<file path="src/rtl/ovl_pkg.sv">
package ovl_pkg;
   typedef enum logic [2:0] {
      OVL_SEC_TOP  = 3'd0,
      OVL_PRI_TOP  = 3'd1,
      OVL_DISSOLVE = 3'd2,
      OVL_FADE     = 3'd3,
      OVL_RSV4     = 3'd4,
      OVL_KEY_PRI  = 3'd5,
      OVL_KEY_SEC  = 3'd6,
      OVL_RSV7     = 3'd7
   } ovl_mode_e;

   localparam int OVL_LANES = 3;
endpackage

</file>
<file path="src/rtl/ovl_window_hit.sv">
module ovl_window_hit #(
   parameter int COORD_W = 11
) (
   input  logic [COORD_W-1:0] pos_x,
   input  logic [COORD_W-1:0] pos_y,
   input  logic [COORD_W-1:0] win_x,
   input  logic [COORD_W-1:0] win_y,
   input  logic [COORD_W-1:0] win_w,
   input  logic [COORD_W-1:0] win_h,
   output logic               hit
);
   localparam int EW = COORD_W + 2;

   logic [EW-1:0] xp1, yp1, x_end, y_end;
   logic          in_x, in_y;

   // registers hold coordinate+1, so compare position+1 to avoid underflow
   always_comb begin
      xp1   = EW'(pos_x) + EW'(1);
      yp1   = EW'(pos_y) + EW'(1);
      x_end = EW'(win_x) + EW'(win_w);
      y_end = EW'(win_y) + EW'(win_h);
      in_x  = (xp1 >= EW'(win_x)) && (xp1 <= x_end);
      in_y  = (yp1 >= EW'(win_y)) && (yp1 <  y_end);
      hit   = in_x && in_y;
   end
endmodule

</file>
<file path="src/rtl/ovl_key_match.sv">
module ovl_key_match #(
   parameter int CH_W   = 8,
   parameter int LANES  = 3,
   parameter int PREC_W = 3
) (
   input  logic [LANES*CH_W-1:0] pix,
   input  logic                  kflag,
   input  logic                  range_en,
   input  logic [PREC_W-1:0]     prec,
   input  logic [LANES*CH_W-1:0] lo,
   input  logic [LANES*CH_W-1:0] hi,
   output logic                  match
);
   logic [CH_W-1:0]  mask;
   logic [LANES-1:0] lane_ok;

   // keep the top prec+1 bits of each channel
   always_comb begin
      for (int i = 0; i < CH_W; i++)
         mask[CH_W-1-i] = (i <= int'(prec));
   end

   for (genvar c = 0; c < LANES; c++) begin : g_lane
      logic [CH_W-1:0] v_m, lo_m, hi_m;
      assign v_m  = pix[c*CH_W +: CH_W] & mask;
      assign lo_m = lo[c*CH_W +: CH_W]  & mask;
      assign hi_m = hi[c*CH_W +: CH_W]  & mask;
      assign lane_ok[c] = (v_m >= lo_m) && (v_m <= hi_m);
   end

   assign match = range_en ? (&lane_ok) : kflag;
endmodule

</file>
<file path="src/rtl/ovl_blend_lane.sv">
module ovl_blend_lane #(
   parameter int CH_W   = 8,
   parameter int FRAC_W = 3
) (
   input  logic              clk,
   input  logic              rst_n,
   input  logic              chk_en,
   input  logic [CH_W-1:0]   p,
   input  logic [CH_W-1:0]   s,
   input  logic [FRAC_W-1:0] kp,
   input  logic [FRAC_W-1:0] ks,
   input  logic              fade,
   output logic [CH_W-1:0]   q
);
   localparam int WW    = FRAC_W + 1;
   localparam int SUM_W = CH_W + FRAC_W + 2;
   localparam int ONE   = 1 << FRAC_W;

   logic [WW-1:0]    wp, ws;
   logic [SUM_W-1:0] sum;

   always_comb begin
      wp  = {1'b0, kp};
      ws  = fade ? {1'b0, ks} : (WW'(ONE) - {1'b0, kp});
      sum = SUM_W'(p) * SUM_W'(wp) + SUM_W'(s) * SUM_W'(ws);
      q   = sum[FRAC_W +: CH_W];   // divide by 2^FRAC_W, truncating
   end

   // a dissolve is a weighted mean: result stays between the two inputs
   assert_dissolve_bounded_R5 : assert property (@(posedge clk) disable iff (!rst_n)
      (chk_en && !fade) |-> ((q >= ((p < s) ? p : s)) && (q <= ((p > s) ? p : s))));
endmodule

</file>
<file path="src/rtl/ovl_compositor.sv">
module ovl_compositor
   import ovl_pkg::*;
#(
   parameter int CH_W    = 8,
   parameter int COORD_W = 11,
   parameter int FRAC_W  = 3,
   parameter int PREC_W  = 3
) (
   input  logic                 clk,
   input  logic                 rst_n,
   input  logic                 in_valid,
   input  logic [3*CH_W-1:0]    pri_pix,
   input  logic                 pri_kflag,
   input  logic [3*CH_W-1:0]    sec_pix,
   input  logic                 sec_kflag,
   input  logic [COORD_W-1:0]   pos_x,
   input  logic [COORD_W-1:0]   pos_y,
   input  logic [2:0]           cfg_mode,
   input  logic [FRAC_W-1:0]    cfg_kp,
   input  logic [FRAC_W-1:0]    cfg_ks,
   input  logic [PREC_W-1:0]    cfg_key_prec,
   input  logic                 cfg_key_range,
   input  logic [3*CH_W-1:0]    cfg_key_lo,
   input  logic [3*CH_W-1:0]    cfg_key_hi,
   input  logic [COORD_W-1:0]   cfg_win_x,
   input  logic [COORD_W-1:0]   cfg_win_y,
   input  logic [COORD_W-1:0]   cfg_win_w,
   input  logic [COORD_W-1:0]   cfg_win_h,
   output logic                 out_valid,
   output logic [3*CH_W-1:0]    out_pix
);
   localparam int PIX_W = OVL_LANES * CH_W;
   localparam int ONE   = 1 << FRAC_W;

   if (CH_W < 4) begin : g_bad_ch
      $error("ovl_compositor: CH_W must be at least 4");
   end
   if ((1 << PREC_W) > CH_W) begin : g_bad_prec
      $error("ovl_compositor: precision code range exceeds channel width");
   end
   if (COORD_W < 2) begin : g_bad_coord
      $error("ovl_compositor: COORD_W too small");
   end

   ovl_mode_e mode;
   assign mode = ovl_mode_e'(cfg_mode);

   // ---------------- stage 1: window test and key match ----------------
   logic             win_hit, key_hit, key_on_sec;
   logic [PIX_W-1:0] key_src;
   logic             key_flag;

   assign key_on_sec = (mode == OVL_KEY_SEC);
   assign key_src    = key_on_sec ? sec_pix   : pri_pix;
   assign key_flag   = key_on_sec ? sec_kflag : pri_kflag;

   ovl_window_hit #(.COORD_W(COORD_W)) u_win (
      .pos_x (pos_x),     .pos_y (pos_y),
      .win_x (cfg_win_x), .win_y (cfg_win_y),
      .win_w (cfg_win_w), .win_h (cfg_win_h),
      .hit   (win_hit)
   );

   ovl_key_match #(.CH_W(CH_W), .LANES(OVL_LANES), .PREC_W(PREC_W)) u_key (
      .pix      (key_src),
      .kflag    (key_flag),
      .range_en (cfg_key_range),
      .prec     (cfg_key_prec),
      .lo       (cfg_key_lo),
      .hi       (cfg_key_hi),
      .match    (key_hit)
   );

   logic             s1_valid, s1_hit, s1_match;
   logic [PIX_W-1:0] s1_pri, s1_sec;

   always_ff @(posedge clk or negedge rst_n) begin
      if (!rst_n) begin
         s1_valid <= 1'b0;
         s1_hit   <= 1'b0;
         s1_match <= 1'b0;
         s1_pri   <= '0;
         s1_sec   <= '0;
      end else begin
         s1_valid <= in_valid;
         if (in_valid) begin
            s1_hit   <= win_hit;
            s1_match <= key_hit;
            s1_pri   <= pri_pix;
            s1_sec   <= sec_pix;
         end
      end
   end

   // ---------------- stage 2: blend and compose ----------------
   logic [PIX_W-1:0] blend_pix, comp_pix;
   logic             is_fade;
   assign is_fade = (mode == OVL_FADE);

   for (genvar c = 0; c < OVL_LANES; c++) begin : g_blend
      ovl_blend_lane #(.CH_W(CH_W), .FRAC_W(FRAC_W)) u_lane (
         .clk    (clk),
         .rst_n  (rst_n),
         .chk_en (s1_valid && (mode == OVL_DISSOLVE)),
         .p      (s1_pri[c*CH_W +: CH_W]),
         .s      (s1_sec[c*CH_W +: CH_W]),
         .kp     (cfg_kp),
         .ks     (cfg_ks),
         .fade   (is_fade),
         .q      (blend_pix[c*CH_W +: CH_W])
      );
   end

   always_comb begin
      unique case (mode)
         OVL_PRI_TOP:             comp_pix = s1_pri;
         OVL_DISSOLVE, OVL_FADE:  comp_pix = blend_pix;
         OVL_KEY_PRI:             comp_pix = s1_match ? s1_sec : s1_pri;
         OVL_KEY_SEC:             comp_pix = s1_match ? s1_pri : s1_sec;
         default:                 comp_pix = s1_sec;   // 0 and reserved 4, 7
      endcase
      if (!s1_hit) comp_pix = s1_pri;
   end

   always_ff @(posedge clk or negedge rst_n) begin
      if (!rst_n) begin
         out_valid <= 1'b0;
         out_pix   <= '0;
      end else begin
         out_valid <= s1_valid;
         if (s1_valid) out_pix <= comp_pix;
      end
   end

   // ---------------- assertions ----------------
   assert_latency_two_R1 : assert property (@(posedge clk) disable iff (!rst_n)
      in_valid |=> ##1 out_valid);

   assert_no_spurious_valid_R1 : assert property (@(posedge clk) disable iff (!rst_n)
      !in_valid |=> ##1 !out_valid);

   assert_outside_passes_primary_R2 : assert property (@(posedge clk) disable iff (!rst_n)
      (s1_valid && !s1_hit) |=> (out_pix == $past(s1_pri)));

   assert_secondary_opaque_R3 : assert property (@(posedge clk) disable iff (!rst_n)
      (s1_valid && s1_hit && (mode inside {OVL_SEC_TOP, OVL_RSV4, OVL_RSV7}))
      |=> (out_pix == $past(s1_sec)));

   assert_primary_opaque_R4 : assert property (@(posedge clk) disable iff (!rst_n)
      (s1_valid && s1_hit && (mode == OVL_PRI_TOP)) |=> (out_pix == $past(s1_pri)));

   assert_fade_coef_sum_R6 : assert property (@(posedge clk) disable iff (!rst_n)
      (in_valid && (mode == OVL_FADE)) |-> ((32'(cfg_kp) + 32'(cfg_ks)) <= 32'(ONE)));
endmodule

</file>
<file path="config.mk">
export PLATFORM = sky130hd
export DESIGN_NAME = ovl_compositor
export DESIGN_NICKNAME = d
export VERILOG_FILES = /design/src/rtl/ovl_pkg.sv /design/src/rtl/ovl_window_hit.sv /design/src/rtl/ovl_key_match.sv /design/src/rtl/ovl_blend_lane.sv /design/src/rtl/ovl_compositor.sv
export SDC_FILE = /design/constraint.sdc
export NUM_CORES = 1
export LEC_CHECK = 0
export CORE_MARGIN = 5
export CORE_UTILIZATION = 40
export CTS_CLUSTER_DIAMETER = 120
export DETAILED_ROUTE_END_ITERATION = 10
export GPL_ROUTABILITY_DRIVEN = 0
export PLACE_DENSITY_LB_ADDON = 0.2
export RECOVER_POWER = 25
export SYNTH_ARGS = -nofsm -noshare
export SYNTH_HDL_FRONTEND = slang
export SYNTH_SLANG_ARGS = --single-unit
</file>
<file path="constraint.sdc">
create_clock -name clk -period 9.65 [get_ports clk]
set_input_delay 1.93 -clock clk [delete_from_list [all_inputs] [get_ports clk]]
set_output_delay 1.93 -clock clk [all_outputs]
set_load 0.05 [all_outputs]
</file>
==> reports/qor.yml <==
status:
  status: "complete, but fails checks"
  violations: "capacitance limit, slew limit"
yosys:
  synth_top_family_by_area: "adder cells"
  yosysUniqueCellTypes: 75
  async_flop_share: 1.00
  synthSimpleGateAreaFrac: 0.205
  ys_seq_area_frac: 0.152
  synthAdderAreaFrac: 0.329
  muxShareOfSynthArea: 0.0560
  synth_xor_area_frac: 0.0406
  synth_compound_area_frac: 0.152
  netlist_area_sq_mm: 0.0125
  yosys_warnings: 0
  syn_nets: 1903
  synth_edf_count: 0
  syn_area_per_cell_sq_um: 8.61
  synth_cells: 1453
  ys_seq_elements: 76
  synth-main-ff-cell: "dfrtp_1"
placed_design:
  dp_slack_ns: 1.61
  port-buffer-count: 204
  placed_area_sq_mm: 0.0149
  dp_hpwl_mm: 32.2
route:
  drt_iter0_drc: 714
  dr.pass1.iters: 5
  wl_mm: 39.6
  ant_nets: 0
  vias: 11400
  viasPerCell: 5.60
  wl_per_cell_um: 19.5
  drc: 0
floorplanning:
  die_h_um: 187
  die_w_um: 187
  core_area_sq_mm: 0.0307
  io_pins: 205
  initial_core_util: 0.407
  rows: 64
  die_area_sq_mm: 0.0349
power_and_ir_drop:
  leakage_nw: 7.22
  powerDensity_mw_per_mm2: 181
  peakVddDrop_mv: 0.106
cells_and_area:
  final_cell_mix: "clkdlybuf4s50_1, ha_1, nand2_1"
  stdcell_area_sq_mm: 0.0153
  area_delta_synth_final_pct: 22.2
  finalNetCount: 2079
  num_antenna_cells: 0
  layout_commonest_cell: "clkdlybuf4s50_1"
  utilization: 0.497
  drive_above_1_share: 0.0576
clocking:
  holdBufCountCts: 0
  cts_resized: 0
  cts.clk_slew.worst_paths_ns: 0.07
  cts_buffers: 9
  cts_tree: "yes"
  clock_path_buffers: 2
  post_cts_buffers: 0
  clk_latency_ns: 0.36
  cts_sinks: 76
  htreeDepth: 3
  clk_root_buffer_cell: "clkbuf_16"
global_routing:
  grt_max_degree: 55
  antenna_found_initial: 0
  overflow: 0
  grt_pass1_wl_mm: 62.9
  grt_pass1_vias: 11700
  grt_usage: 0.221
flow_run:
  maxCapViolations: 4
sta:
  setup_ws_ns: 1.84
  post-route-period-util: 0.809
  min_period_ns: 7.81
  hold_violations: 0
  fmax_mhz: 128
  tns_ns: 0
  finClkSkew_ns: 0.0133
  maxSlewViolCount: 176
  relSlewSlack: -0.917
  finalSetupViolations: 0
  fin_hold_ws_ns: 0.507
  tightest_slew_ns: 2.88
  rsz0062_at_grt: "no"
worst_setup_path:
  worstPathRequired_ns: 9.79
  critPathArrivalTime_ns: 7.95
  cp-start-kind: "input pin"
  critPathKind: "in2reg"
  cp_max_fo: 22
  crit_path_end_kind: "flop"
min_path:
  hp-class: "reg2reg"
through the flow:
step,std cells,power [mW]
4_1_cts,2029,2.76
6_report,2029,2.76
5_1_grt,2029,3.01
3_3_place_gp,2014,2.26
3_5_place_dp,2014,2.30
2_1_floorplan,1453,1.80
registers in the layout, indices dropped and copies added (netlist names):
register   cells
out_valid      1
s1_pri        24
s1_valid       1
s1_sec        24
s1_hit         1
out_pix       24
s1_match       1
final cells by class:
type / count / area (sq um)
Clock buffer: 9 / 225
Clock inverter: 6 / 138
Fill cell: 2994 / 15500
Inverter: 156 / 586
Multi-Input combinational cell: 1165 / 9790
Sequential cell: 76 / 1900
Tap cell: 396 / 495
Timing Repair Buffer: 221 / 2150
synth_stat cells (5+ instances only):
| library cell | instances | area [sq um] |
|---|---|---|
| nand4_1 | 7 | 43.8 |
| ha_1 | 172 | 2150 |
| nor2b_1 | 34 | 213 |
| o211ai_1 | 7 | 52.6 |
| a211oi_1 | 10 | 75.1 |
| nor3b_1 | 8 | 60.1 |
| o31ai_1 | 9 | 67.6 |
| o2111ai_1 | 6 | 52.6 |
| o221ai_1 | 9 | 78.8 |
| buf_2 | 8 | 40.0 |
| clkbuf_1 | 47 | 176 |
| inv_1 | 155 | 582 |
| a22oi_1 | 6 | 45.0 |
| a21oi_1 | 68 | 340 |
| and3_1 | 42 | 263 |
| and2_1 | 90 | 563 |
| mux2_2 | 48 | 541 |
| a21o_1 | 24 | 180 |
| nand3_1 | 22 | 110 |
| nor2_1 | 52 | 195 |
| nand2_1 | 169 | 634 |
| o22ai_1 | 6 | 37.5 |
| o21bai_1 | 6 | 45.0 |
| mux2i_1 | 16 | 160 |
| a221oi_1 | 5 | 43.8 |
| xnor2_1 | 33 | 289 |
| nor3_1 | 15 | 75.1 |
| xor2_1 | 25 | 219 |
| fa_1 | 98 | 1960 |
| a31oi_1 | 15 | 93.8 |
| nand2b_1 | 19 | 119 |
| a21boi_0 | 6 | 45.0 |
| nor4_1 | 8 | 50.1 |
| o21ai_0 | 49 | 245 |
| dfrtp_1 | 76 | 1900 |
| o21a_1 | 11 | 82.6 |
| nand3b_1 | 5 | 37.5 |
critical path, cell delays in order:
cell and delay, ns:
clkdlybuf4s50_1 0.91, nand3b_1 0.20, buf_4 0.29, mux2i_1 0.42, buf_4 0.34, nor2b_1 0.11
fa_1 0.56, fa_1 0.44, fa_1 0.54, inv_1 0.05, fa_1 0.53, inv_1 0.04
ha_1 0.38, nor3b_1 0.19, o32ai_1 0.31, a31oi_1 0.15, a2111oi_0 0.45, a211oi_1 0.09
per-layer routing:
metal / share of wire / track usage / vias up
met5: 0 / 0 / -
met4: 0.016 / 0.0503 / 0
met3: 0.078 / 0.0488 / 44
met2: 0.45 / 0.350 / 436
met1: 0.46 / 0.311 / 5506
li1: - / - / 5380
power by group:
part	leakage [nW]	internal (mW)	total, mW	switching [mW]
logic	6.13	0.826	1.89	1.06
clock network	0.176	0.279	0.436	0.157
registers	0.907	0.365	0.438	0.0734
total	7.22	1.47	2.76	1.29
path summary, 6_finish.rpt:
path	slack, ns	end	cells past startpoint	from
worst max-delay path	1.84	out_pix[3]	18	cfg_mode[2]
worst min-delay path	0.51	out_pix[20]	2	out_pix[20]
worst max register to register	4.97	out_pix[3]	13	s1_sec[3]
worst min register to register	0.51	out_pix[20]	2	out_pix[20]
max in group asynchronous	4.16	s1_pri[16]	2	rst_n
min in group asynchronous	2.04	out_pix[8]	1	rst_n
cell families after synthesis:
group	after synthesis
AO/OA/AOI/OAI	280
adder cells (fa/ha/maj)	270
multiplexers	64
flip-flops	76
buffers and inverters	212
AND/OR/NAND/NOR	493
XOR/XNOR	58
(Power assumes the default switching activity.)
